## src/rtl/bfd_pkg.sv

```systemverilog
package bfd_pkg;

    localparam int ADDR_W  = 32;
    localparam int CFG_AW  = 3;
    localparam int NUM_WIN = 3;

    // window slots
    localparam int WIN_IO  = 0;
    localparam int WIN_MEM = 1;
    localparam int WIN_PF  = 2;

    // register offsets: command, then base/limit pairs per window
    localparam int REG_CMD  = 0;
    localparam int REG_WIN0 = 1;

    // command bit positions
    localparam int CMD_IO_BIT     = 0;
    localparam int CMD_MEM_BIT    = 1;
    localparam int CMD_MASTER_BIT = 2;

    typedef enum logic [1:0] {
        KIND_IO   = 2'd0,
        KIND_MEM  = 2'd1,
        KIND_PF   = 2'd2,
        KIND_RSVD = 2'd3
    } txn_kind_e;

    typedef enum logic {
        SIDE_PRI = 1'b0,
        SIDE_SEC = 1'b1
    } txn_side_e;

    typedef struct packed {
        logic master_en;
        logic mem_en;
        logic io_en;
    } cmd_t;

    typedef enum logic {
        ST_IDLE = 1'b0,
        ST_RESP = 1'b1
    } rsp_state_e;

endpackage

```

## src/rtl/bfd_cfg_regs.sv

```systemverilog
module bfd_cfg_regs
    import bfd_pkg::*;
#(
    parameter int AW  = ADDR_W,
    parameter int CAW = CFG_AW,
    parameter int NW  = NUM_WIN
) (
    input  logic                   clk,
    input  logic                   rst_n,
    input  logic                   cfg_we,
    input  logic [CAW-1:0]         cfg_addr,
    input  logic [AW-1:0]          cfg_wdata,
    output cmd_t                   cmd,
    output logic [NW-1:0][AW-1:0]  win_base,
    output logic [NW-1:0][AW-1:0]  win_limit
);

    localparam logic [CAW-1:0] CMD_OFF = CAW'(REG_CMD);

    cmd_t cmd_q;

    always_ff @(posedge clk) begin
        if (!rst_n) begin
            cmd_q <= '0;
        end else if (cfg_we && cfg_addr == CMD_OFF) begin
            cmd_q.io_en     <= cfg_wdata[CMD_IO_BIT];
            cmd_q.mem_en    <= cfg_wdata[CMD_MEM_BIT];
            cmd_q.master_en <= cfg_wdata[CMD_MASTER_BIT];
        end
    end

    assign cmd = cmd_q;

    for (genvar w = 0; w < NW; w++) begin : g_win
        localparam logic [CAW-1:0] BASE_OFF  = CAW'(REG_WIN0 + 2 * w);
        localparam logic [CAW-1:0] LIMIT_OFF = CAW'(REG_WIN0 + 2 * w + 1);

        logic [AW-1:0] base_q;
        logic [AW-1:0] limit_q;

        always_ff @(posedge clk) begin
            if (!rst_n) begin
                base_q  <= '0;
                limit_q <= '0;
            end else if (cfg_we) begin
                if (cfg_addr == BASE_OFF)  base_q  <= cfg_wdata;
                if (cfg_addr == LIMIT_OFF) limit_q <= cfg_wdata;
            end
        end

        assign win_base[w]  = base_q;
        assign win_limit[w] = limit_q;
    end

endmodule

```

## src/rtl/bfd_window_match.sv

```systemverilog
module bfd_window_match
    import bfd_pkg::*;
#(
    parameter int AW = ADDR_W,
    parameter int NW = NUM_WIN
) (
    input  logic [AW-1:0]          addr,
    input  logic [NW-1:0][AW-1:0]  win_base,
    input  logic [NW-1:0][AW-1:0]  win_limit,
    output logic [NW-1:0]          hit
);

    for (genvar w = 0; w < NW; w++) begin : g_cmp
        logic ordered;
        logic above_base;
        logic below_limit;

        // an inverted window (base past limit) is switched off
        assign ordered     = (win_base[w] <= win_limit[w]);
        assign above_base  = (addr >= win_base[w]);
        assign below_limit = (addr <= win_limit[w]);
        assign hit[w]      = ordered && above_base && below_limit;
    end

endmodule

```

## src/rtl/bfd_rsp_fsm.sv

```systemverilog
module bfd_rsp_fsm
    import bfd_pkg::*;
#(
    parameter int AW = ADDR_W
) (
    input  logic          clk,
    input  logic          rst_n,
    input  logic          req_valid,
    input  logic          claim_d,
    input  logic          dir_d,
    input  logic [AW-1:0] addr_d,
    output logic          rsp_valid,
    output logic          rsp_claim,
    output logic          rsp_dir,
    output logic [AW-1:0] rsp_addr
);

    rsp_state_e    state_q;
    rsp_state_e    state_d;
    logic          claim_q;
    logic          dir_q;
    logic [AW-1:0] addr_q;

    // next-state: ACCEPT, STREAM, DRAIN
    always_comb begin
        state_d = state_q;
        unique case (state_q)
            ST_IDLE: if (req_valid)  state_d = ST_RESP;
            ST_RESP: if (!req_valid) state_d = ST_IDLE;
            default: state_d = ST_IDLE;
        endcase
    end

    always_ff @(posedge clk) begin
        if (!rst_n) state_q <= ST_IDLE;
        else        state_q <= state_d;
    end

    always_ff @(posedge clk) begin
        if (!rst_n) begin
            claim_q <= 1'b0;
            dir_q   <= 1'b0;
            addr_q  <= '0;
        end else if (req_valid) begin
            claim_q <= claim_d;
            dir_q   <= claim_d && dir_d;
            addr_q  <= addr_d;
        end
    end

    always_comb begin
        rsp_valid = 1'b0;
        rsp_claim = 1'b0;
        rsp_dir   = 1'b0;
        unique case (state_q)
            ST_IDLE: ;
            ST_RESP: begin
                rsp_valid = 1'b1;
                rsp_claim = claim_q;
                rsp_dir   = dir_q;
            end
            default: ;
        endcase
    end

    assign rsp_addr = addr_q;

endmodule

```

## src/rtl/bridge_fwd_decoder.sv

```systemverilog
module bridge_fwd_decoder
    import bfd_pkg::*;
#(
    parameter int AW  = ADDR_W,
    parameter int CAW = CFG_AW
) (
    input  logic           clk,
    input  logic           rst_n,
    input  logic           cfg_we,
    input  logic [CAW-1:0] cfg_addr,
    input  logic [AW-1:0]  cfg_wdata,
    input  logic           req_valid,
    input  logic           req_side,
    input  logic [1:0]     req_kind,
    input  logic [AW-1:0]  req_addr,
    output logic           rsp_valid,
    output logic           rsp_claim,
    output logic           rsp_dir,
    output logic [AW-1:0]  rsp_addr
);

    cmd_t                      cmd_q;
    logic [NUM_WIN-1:0][AW-1:0] win_base;
    logic [NUM_WIN-1:0][AW-1:0] win_limit;
    logic [NUM_WIN-1:0]         hit;
    logic                       claim_d;
    logic                       dir_d;
    txn_kind_e                  kind;

    bfd_cfg_regs #(.AW(AW), .CAW(CAW), .NW(NUM_WIN)) u_cfg (
        .clk       (clk),
        .rst_n     (rst_n),
        .cfg_we    (cfg_we),
        .cfg_addr  (cfg_addr),
        .cfg_wdata (cfg_wdata),
        .cmd       (cmd_q),
        .win_base  (win_base),
        .win_limit (win_limit)
    );

    bfd_window_match #(.AW(AW), .NW(NUM_WIN)) u_match (
        .addr      (req_addr),
        .win_base  (win_base),
        .win_limit (win_limit),
        .hit       (hit)
    );

    assign kind = txn_kind_e'(req_kind);

    // route decision: inside a window -> downstream, outside -> upstream
    always_comb begin
        claim_d = 1'b0;
        dir_d   = 1'b0;
        if (req_side == SIDE_PRI) begin
            unique case (kind)
                KIND_IO:  claim_d = cmd_q.io_en  && hit[WIN_IO];
                KIND_MEM: claim_d = cmd_q.mem_en && hit[WIN_MEM];
                KIND_PF:  claim_d = cmd_q.mem_en && hit[WIN_PF];
                default:  claim_d = 1'b0;
            endcase
            dir_d = 1'b1;
        end else begin
            unique case (kind)
                KIND_IO:  claim_d = cmd_q.master_en && !hit[WIN_IO];
                KIND_MEM,
                KIND_PF:  claim_d = cmd_q.master_en && !hit[WIN_MEM] && !hit[WIN_PF];
                default:  claim_d = 1'b0;
            endcase
            dir_d = 1'b0;
        end
    end

    bfd_rsp_fsm #(.AW(AW)) u_fsm (
        .clk       (clk),
        .rst_n     (rst_n),
        .req_valid (req_valid),
        .claim_d   (claim_d),
        .dir_d     (dir_d),
        .addr_d    (req_addr),
        .rsp_valid (rsp_valid),
        .rsp_claim (rsp_claim),
        .rsp_dir   (rsp_dir),
        .rsp_addr  (rsp_addr)
    );

endmodule

```

## config.mk

```make
export PLATFORM = sky130hd
export DESIGN_NAME = bridge_fwd_decoder
export DESIGN_NICKNAME = d
export VERILOG_FILES = /design/src/rtl/bfd_pkg.sv /design/src/rtl/bfd_cfg_regs.sv /design/src/rtl/bfd_window_match.sv /design/src/rtl/bfd_rsp_fsm.sv /design/src/rtl/bridge_fwd_decoder.sv
export SDC_FILE = /design/constraint.sdc
export NUM_CORES = 1
export LEC_CHECK = 0
export ABC_AREA = 1
export BUFFER_PORTS_ARGS = -buffer_cell sky130_fd_sc_hd__clkbuf_2
export CORE_UTILIZATION = 40
export DETAILED_ROUTE_END_ITERATION = 16
export HOLD_SLACK_MARGIN = 0.05
export PLACE_DENSITY = 0.68
export RECOVER_POWER = 100
export SLEW_MARGIN = 10
export SYNTH_ARGS = -nofsm -noshare
export SYNTH_HDL_FRONTEND = slang
export SYNTH_HIERARCHICAL = 1
export SYNTH_SLANG_ARGS = --single-unit
```

## constraint.sdc

```tcl
create_clock -name clk -period 5.32 [get_ports clk]
set_input_delay 0.532 -clock clk [delete_from_list [all_inputs] [get_ports clk]]
set_output_delay 0.532 -clock clk [all_outputs]
set_load 0.03 [all_outputs]
```

==> implementation parameters, run 1 <==
Parameter                              Value

Floorplanning
  Number of rows in the core area    73
  Initial Util    40.8%
  Area of the placeable core    40,000 sq um
  Die extent in x    204 um
  Die area    41,700 sq um
  Number of top-level pins    109
  Height of the die    204 um

GRT
  Total gr overflow    0
  Most used routing layer    met2
  Pin count of the biggest net entering global routing    119
  Global-route met2 utilization    40.5%
  First-pass GRT wire length    79.6 mm
  Vias in the first global route    15.0k
  Met1 track demand over resource    32.3%
  Global-route total usage across every layer    24.2%
  Initial antenna violation count    1
  GR met3 Demand/Resource    3.03%

Logic synthesis
  Top cells by area, synth    dfxtp_1 (28%), ha_1 (22%), nor2_1 (12%), nand2_1 (11%), inv_1 (6.8%)
  Cell area after synthesis    16,300 sq um
  Average instance area after synthesis    6.71 sq um
  Area leader, netlist    dfxtp_1
  Post-Syn Instances    2,437
  Post-Syn Nets    2,802
  Netlist cell types    38
  Fraction of the yosys area taken by sequential cells    28.2%
  Synth warnings    6
  Proportion of netlist area held by the largest area contributor    28.2%
  Flip-flop and latch count after synthesis    230

Timing
  Tcrit/Tclk final    70.0%
  Setup skew after layout    0.0295 ns
  Setup_tns    0 ns
  Number of hold violations in the final report    0
  Setup repair after global routing missed its margin    false
  Top achievable clock speed    269 MHz
  Final WS setup    1.60 ns
  Relative slew slack    -129%
  Final number of setup-violating endpoints    0
  Final Critical Period    3.72 ns
  Least-Margin Pin Slew    3.42 ns
  Max-slew violations    137

Clock network
  CTS Buffer Depth    3
  Number of H-tree levels    1
  Register clock-pin slew on the reported worst setup and hold paths    0.06 ns
  Clock insertion delay at the later pin of the skew report    0.58 ns
  Root Buffer    clkbuf_16
  Setup bufs post-CTS    0
  Clk sinks    230
  CTS hold repair buffers    0
  Num CTS Buffers    29
  Resized cells post-CTS    0
  TritonCTS clock tree    yes

Routing
  Total number of vias    15.7k
  Total Wirelength    50.9 mm
  Number of DRC markers in iteration 0    1,121
  Post-detailed-route DRC marker count    0
  Average wire per standard cell    16.7 um
  Number of antenna-violating nets in the routed design    0
  Detailed-route vias per instance    5.15
  Number of search-and-repair iterations in the first detailed-routing pass    5

Critical path
  Slowest stage cell, crit path    nor2_1
  Maximum fanout along the worst path    44
  Worst setup path startpoint    cfg_we
  Cell chain of the critical path    clkbuf_1, inv_1, nor2_1, buf_4, nand3_1, nand2_1, nor2_1
  Startpoint-to-endpoint class of the critical path    input pin to flop
  Required time worst endpoint    5.80 ns
  Buf+Inv Stages, Crit Path    3
  Largest incremental delay on the critical path    2.48 ns
  CP delay by family, top    simple AND/OR/NAND/NOR gates
  Worst Reg-to-Reg Cells    19
  R2R Path Start    u_cfg/g_win[2].limit_q[15]
  Sort of element at the end of the critical path    flop
  Worst Setup EP    u_cfg/g_win[0].limit_q[0]
  Stages on worst setup path    7
  Arrival time of the worst setup path    4.20 ns
  Reg2reg end    u_fsm/claim_q
  Critical path startpoint category    input pin
  Critical Path Most Common Cell    nor2_1
  R2R Setup Slk    2.57 ns

Final layout
  Area used by sequential logic in the layout    4600 sq um
  Count of fill cells added during filler insertion    4,067
  Most common cell after layout, fill and taps aside    nor2_1
  Most used cells in the layout excluding fill and tap cells    nor2_1 (537), nand2_1 (497), inv_1 (299)
  Ratio of cells with drive above 1 in the final layout    6.77%
  Post-Layout Inst Area    18,300 sq um
  Combined area of the multi-input logic cells    10,200 sq um
  Number of nets in the layout    2,869
  Layout-stage area growth over the synthesis result    11.8%

Pwr
  Areal power density over the cells    276 nW/um^2
  Clock network fraction of design power    44.1%
  Internal Power    3.53 mW
  Net load switching power    1.51 mW
  IR Drop Worst-Case VDD    0.230 mV
  Switching share of total power    30.0%
  Cell leakage power    8.52 nW
  Seq pwr share    36.5%
  Combinational fraction of design power    19.4%

Placement
  Placement-stage worst setup slack    2.26 ns
  I/O Buffers    108
  Gp weighted congestion    0.922
  DP Wirelength    36.1 mm
  Cell area after placement    17,300 sq um

Flow run
  Max-capacitance violation count    3

Min path
  Worst hold-check path type    input pin to flop

Run status
  Outcome    finished, violations left
  Violated checks    max-capacitance violations, max-slew violations
## through the flow
step / utilization, % / hold slack [ns] / total power, mW / std cells
after floorplan: - / 0.442 / 2.52 / 2437
after global placement: 43.1 / 0.463 / 2.80 / 2998
after detailed placement: 43.1 / 0.474 / 2.84 / 2998
after CTS: 45.8 / 0.231 / 5.07 / 3051
after global routing: 45.7 / 0.285 / 5.27 / 3051
final: 45.7 / 0.243 / 5.04 / 3052
## Yosys cell counts
master and count:
a21o_1 6, and3b_1 2, and2_1 1, nand3_1 214, clkbuf_1 21, nor2_2 6, a21boi_1 1, nor3_1 5
inv_2 6, a21boi_0 1, o21a_1 13, dfxtp_1 230, buf_1 16, ha_1 291, buf_6 7, a21oi_1 129
nand2_2 5, clkinv_1 2, inv_6 1, buf_4 3, nor2_4 2, nor2_1 543, nor3b_2 2, inv_1 298
nand2_1 497, o21bai_1 2, nand3b_1 1, buf_2 41, nand4_1 18, o21ai_1 9, o21ai_0 54, nand4_2 1
nor4_1 1, o211ai_1 2, nor3_2 1, nor4_2 3, a21oi_2 1, nand3_2 1
## cell type report
cell class	count	area share [%]
multi-input cells	1812	55.6
flip-flops and latches	230	25.2
inverters	307	6.33
clock buffers	42	4.73
well taps	525	3.59
repair buffers	124	3.38
clock inverters	11	1.14
diodes	1	0.0137
## worst min-delay path by stage
stage	startpoint	slack, ns	cells past startpoint	endpoint
floorplan	u_fsm/dir_q	0.44	2	u_fsm/dir_q
global placement	u_cfg/g_win[1].limit_q[1]	0.46	2	u_cfg/g_win[1].limit_q[1]
detailed placement	u_cfg/g_win[1].limit_q[26]	0.47	2	u_cfg/g_win[1].limit_q[26]
CTS	req_addr[0]	0.23	3	u_fsm/rsp_addr[0]
global route	req_side	0.29	4	u_fsm/dir_q
finish	req_addr[0]	0.24	3	u_fsm/rsp_addr[0]
## logic make-up (layout without fill, tap and decap cells)
group,count (synthesis),in the layout,synth area share (%)
AO/OA/AOI/OAI,218,218,7.08
adder cells (fa/ha/maj),291,291,22.3
buffers and inverters,395,484,9.81
flip-flops,230,230,28.2
other,0,1,0
AND/OR/NAND/NOR,1303,1303,32.7
## power groups by stage
stage	clock network, mW	logic [mW]	registers (mW)
3_3_place_gp	0	0.932	1.87
5_1_grt	2.32	1.10	1.85
2_1_floorplan	0	0.628	1.90
6_report	2.22	0.977	1.84
4_1_cts	2.26	0.970	1.84
3_5_place_dp	0	0.964	1.88
## layer usage
metal	up-vias	wire, um
li1	7900	-
met1	7293	23100
met2	457	23400
met3	78	3050
met4	0	1380
met5	-	0
## sequential cells by signal, summed over array words and instances, names as in the netlist
signal,flops
u_cfg/cmd,3
u_cfg/g_win.base_q,96
u_cfg/g_win.limit_q,96
u_fsm/claim_q,1
u_fsm/dir_q,1
u_fsm/rsp_addr,32
u_fsm/state_q,1
## worst register-to-register path, stage by stage, from the launching register on
cell and delay, ns:
dfxtp_1 0.34, inv_1 0.06, ha_1 0.32, a21oi_1 0.15
o21ai_0 0.10, a21oi_1 0.36, nand2_1 0.23, nand2_1 0.10
nand2_1 0.05, nand2_1 0.06, nand2_1 0.08, nor2_1 0.09
inv_1 0.05, nand2_1 0.05, nand3_1 0.07, nand2_1 0.06
nand2_1 0.04, nor2_1 0.15, nand2_1 0.10, a21oi_2 0.22
(Power assumes the default switching activity.)
==> run 2, diff against run 1 <==
- PLACE_DENSITY: 0.68 -> 0.7
- clock period: 5.32 -> 3.3 ns (I/O delays scaled with it)
==> implementation parameters, run 2 (synthesis results as in run 1) <==
Parameter                              Value

Critical path
  R2R Path Start    u_cfg/g_win[2].limit_q[11]
  Worst Setup EP    u_fsm/claim_q
  Critical path startpoint category    flop
  Required time worst endpoint    3.81 ns (-1.99 ns)
  Critical Path Most Common Cell    nand2_1
  Sort of element at the end of the critical path    flop
  Buf+Inv Stages, Crit Path    2 (-1)
  Arrival time of the worst setup path    3.25 ns (-0.95 ns)
  Stages on worst setup path    19 (+12)
  Reg2reg end    u_fsm/claim_q
  Largest incremental delay on the critical path    0.38 ns (-2.10 ns)
  CP delay by family, top    simple AND/OR/NAND/NOR gates
  Cell chain of the critical path    inv_1, ha_1, a21oi_1, nand2_1, a21oi_1, nand2_1, nand2_1, nand2_1, nand2_1, nand2_1, nor2_1, inv_1, nand2_1, nand3_1, nand2_1, nand2_1, nor2_1, nand2_1, a21oi_2
  Worst setup path startpoint    u_cfg/g_win[2].limit_q[11]
  Maximum fanout along the worst path    3 (-93%)
  Worst Reg-to-Reg Cells    19 (unchanged)
  R2R Setup Slk    0.56 ns (-2.01 ns)
  Slowest stage cell, crit path    a21oi_1
  Startpoint-to-endpoint class of the critical path    flop to flop

Timing
  Worst hold-check slack    0.111 ns (-0.132 ns)
  Least-Margin Pin Slew    2.39 ns (-1.03 ns)
  Relative slew slack    -59.2% (+70 points)
  Final Critical Period    2.74 ns
  Max-slew violations    286 (+110%)
  Setup_tns    0 ns (unchanged)
  Tcrit/Tclk final    83.0%
  Final number of setup-violating endpoints    0 (unchanged)
  Top achievable clock speed    365 MHz
  Setup repair after global routing missed its margin    false
  Number of hold violations in the final report    0 (unchanged)
  Setup skew after layout    0.0138 ns (-0.0157 ns)

GRT
  Total gr overflow    0 (unchanged)
  Global-route total usage across every layer    24.0% (-0.26 points)
  Pin count of the biggest net entering global routing    97 (-18%)
  Initial antenna violation count    0 (-1)
  First-pass GRT wire length    78.7 mm (-1.1%)
  Vias in the first global route    15.0k (-0.040%)

Pwr
  Areal power density over the cells    421 nW/um^2 (+53%)
  Total power of the final layout    7.64 mW (+52%)
  Cell leakage power    8.44 nW (-0.98%)
  IR Drop Worst-Case VDD    0.358 mV (+56%)

Run status
  Outcome    finished, violations left
  Violated checks    max-capacitance violations, max-slew violations

Routing
  Post-detailed-route DRC marker count    0 (unchanged)
  Number of search-and-repair iterations in the first detailed-routing pass    5 (unchanged)
  Average wire per standard cell    16.3 um (-2.3%)
  Number of antenna-violating nets in the routed design    0 (unchanged)
  Detailed-route vias per instance    5.09 (-1.2%)
  Total number of vias    15.5k (-1.3%)
  Total Wirelength    49.6 mm (-2.4%)
  Number of DRC markers in iteration 0    1,062 (-5.3%)

Placement
  DP Wirelength    35.5 mm (-1.5%)
  Gp weighted congestion    0.885 (-3.9%)
  I/O Buffers    108 (unchanged)
  Cell area after placement    17,300 sq um (+0.55%)

Final layout
  Most common cell after layout, fill and taps aside    nor2_1
  Number of nets in the layout    2,871 (+0.070%)
  Post-Layout Inst Area    18,200 sq um (-0.66%)
  Ratio of cells with drive above 1 in the final layout    6.22% (-0.55 points)
  Most used cells in the layout excluding fill and tap cells    nor2_1 (539), nand2_1 (497), inv_1 (298)
  Antenna cells    0 (-1)
  Layout-stage area growth over the synthesis result    11.1%
  Final Util    45.4% (-0.30 points)

Clock network
  Clock insertion delay at the later pin of the skew report    0.57 ns (about the same)
  Number of H-tree levels    1 (unchanged)
  TritonCTS clock tree    yes
  Num CTS Buffers    29 (unchanged)
  Setup bufs post-CTS    0 (unchanged)
  Root Buffer    clkbuf_16
  Clk sinks    230 (unchanged)
  CTS Buffer Depth    3 (unchanged)
  Register clock-pin slew on the reported worst setup and hold paths    0.06 ns (about the same)
  CTS hold repair buffers    1 (+1)
  Resized cells post-CTS    0 (unchanged)

Floorplanning
  Die area    41,700 sq um (unchanged)
  Height of the die    204 um (unchanged)
  Number of rows in the core area    73 (unchanged)
  Initial Util    40.8% (unchanged)
  Number of top-level pins    109 (unchanged)
  Area of the placeable core    40,000 sq um (unchanged)
  Die extent in x    204 um (unchanged)

Flow run
  Max-capacitance violation count    5 (+2)

Min path
  Number of instances on the worst hold path    4 (+1)
  Worst hold-check path type    input pin to flop
[run 2: through the flow]
stage	worst slack [ns]	cells
after CTS	0.668	3051
after detailed placement	0.557	2999
after global routing	0.188	3051
after floorplan	1.30	2437
final	0.561	3051
after global placement	0.520	2999
[run 2: power breakdown]
group	internal, mW	switching, mW	leakage, nW
sequential	2.89	0.0732	1.88
clock	1.86	1.26	0.450
combinational	0.526	1.04	6.11
[run 2: area by class of cell]
class,count,area (sq um)
multi-input cells,1812,10100
fillers,4185,21900
clock inverters,8,97.6
inverters,307,1160
clock buffers,43,818
well taps,525,657
repair buffers,126,667
flip-flops and latches,230,4600
[run 2: worst register-to-register path, delay by kind of cell (launching register included)]
| family | cells | cell delay, ns |
|---|---|---|
| buf+inv | 2 | 0.14 |
| flops | 1 | 0.34 |
| compound gates | 3 | 0.77 |
| simple gates | 13 | 1.10 |
| fa+ha+maj | 1 | 0.33 |
[run 2: metal layers]
metal,part of all wire [%],GRT usage [%]
met4,3.8,9.51
met3,5.4,3.03
met2,46,40.5
met1,45,30.7
met5,0,0
[run 2: worst min-delay path by stage]
stage / start / endpoint / slack [ns]
after floorplan: u_fsm/dir_q / u_fsm/dir_q / 0.44
after global placement: u_cfg/g_win[0].limit_q[1] / u_cfg/g_win[0].limit_q[1] / 0.46
after detailed placement: u_cfg/g_win[0].limit_q[22] / u_cfg/g_win[0].limit_q[22] / 0.47
after CTS: req_side / u_fsm/dir_q / 0.09
after global routing: req_side / u_fsm/dir_q / 0.11
final: req_side / u_fsm/dir_q / 0.11
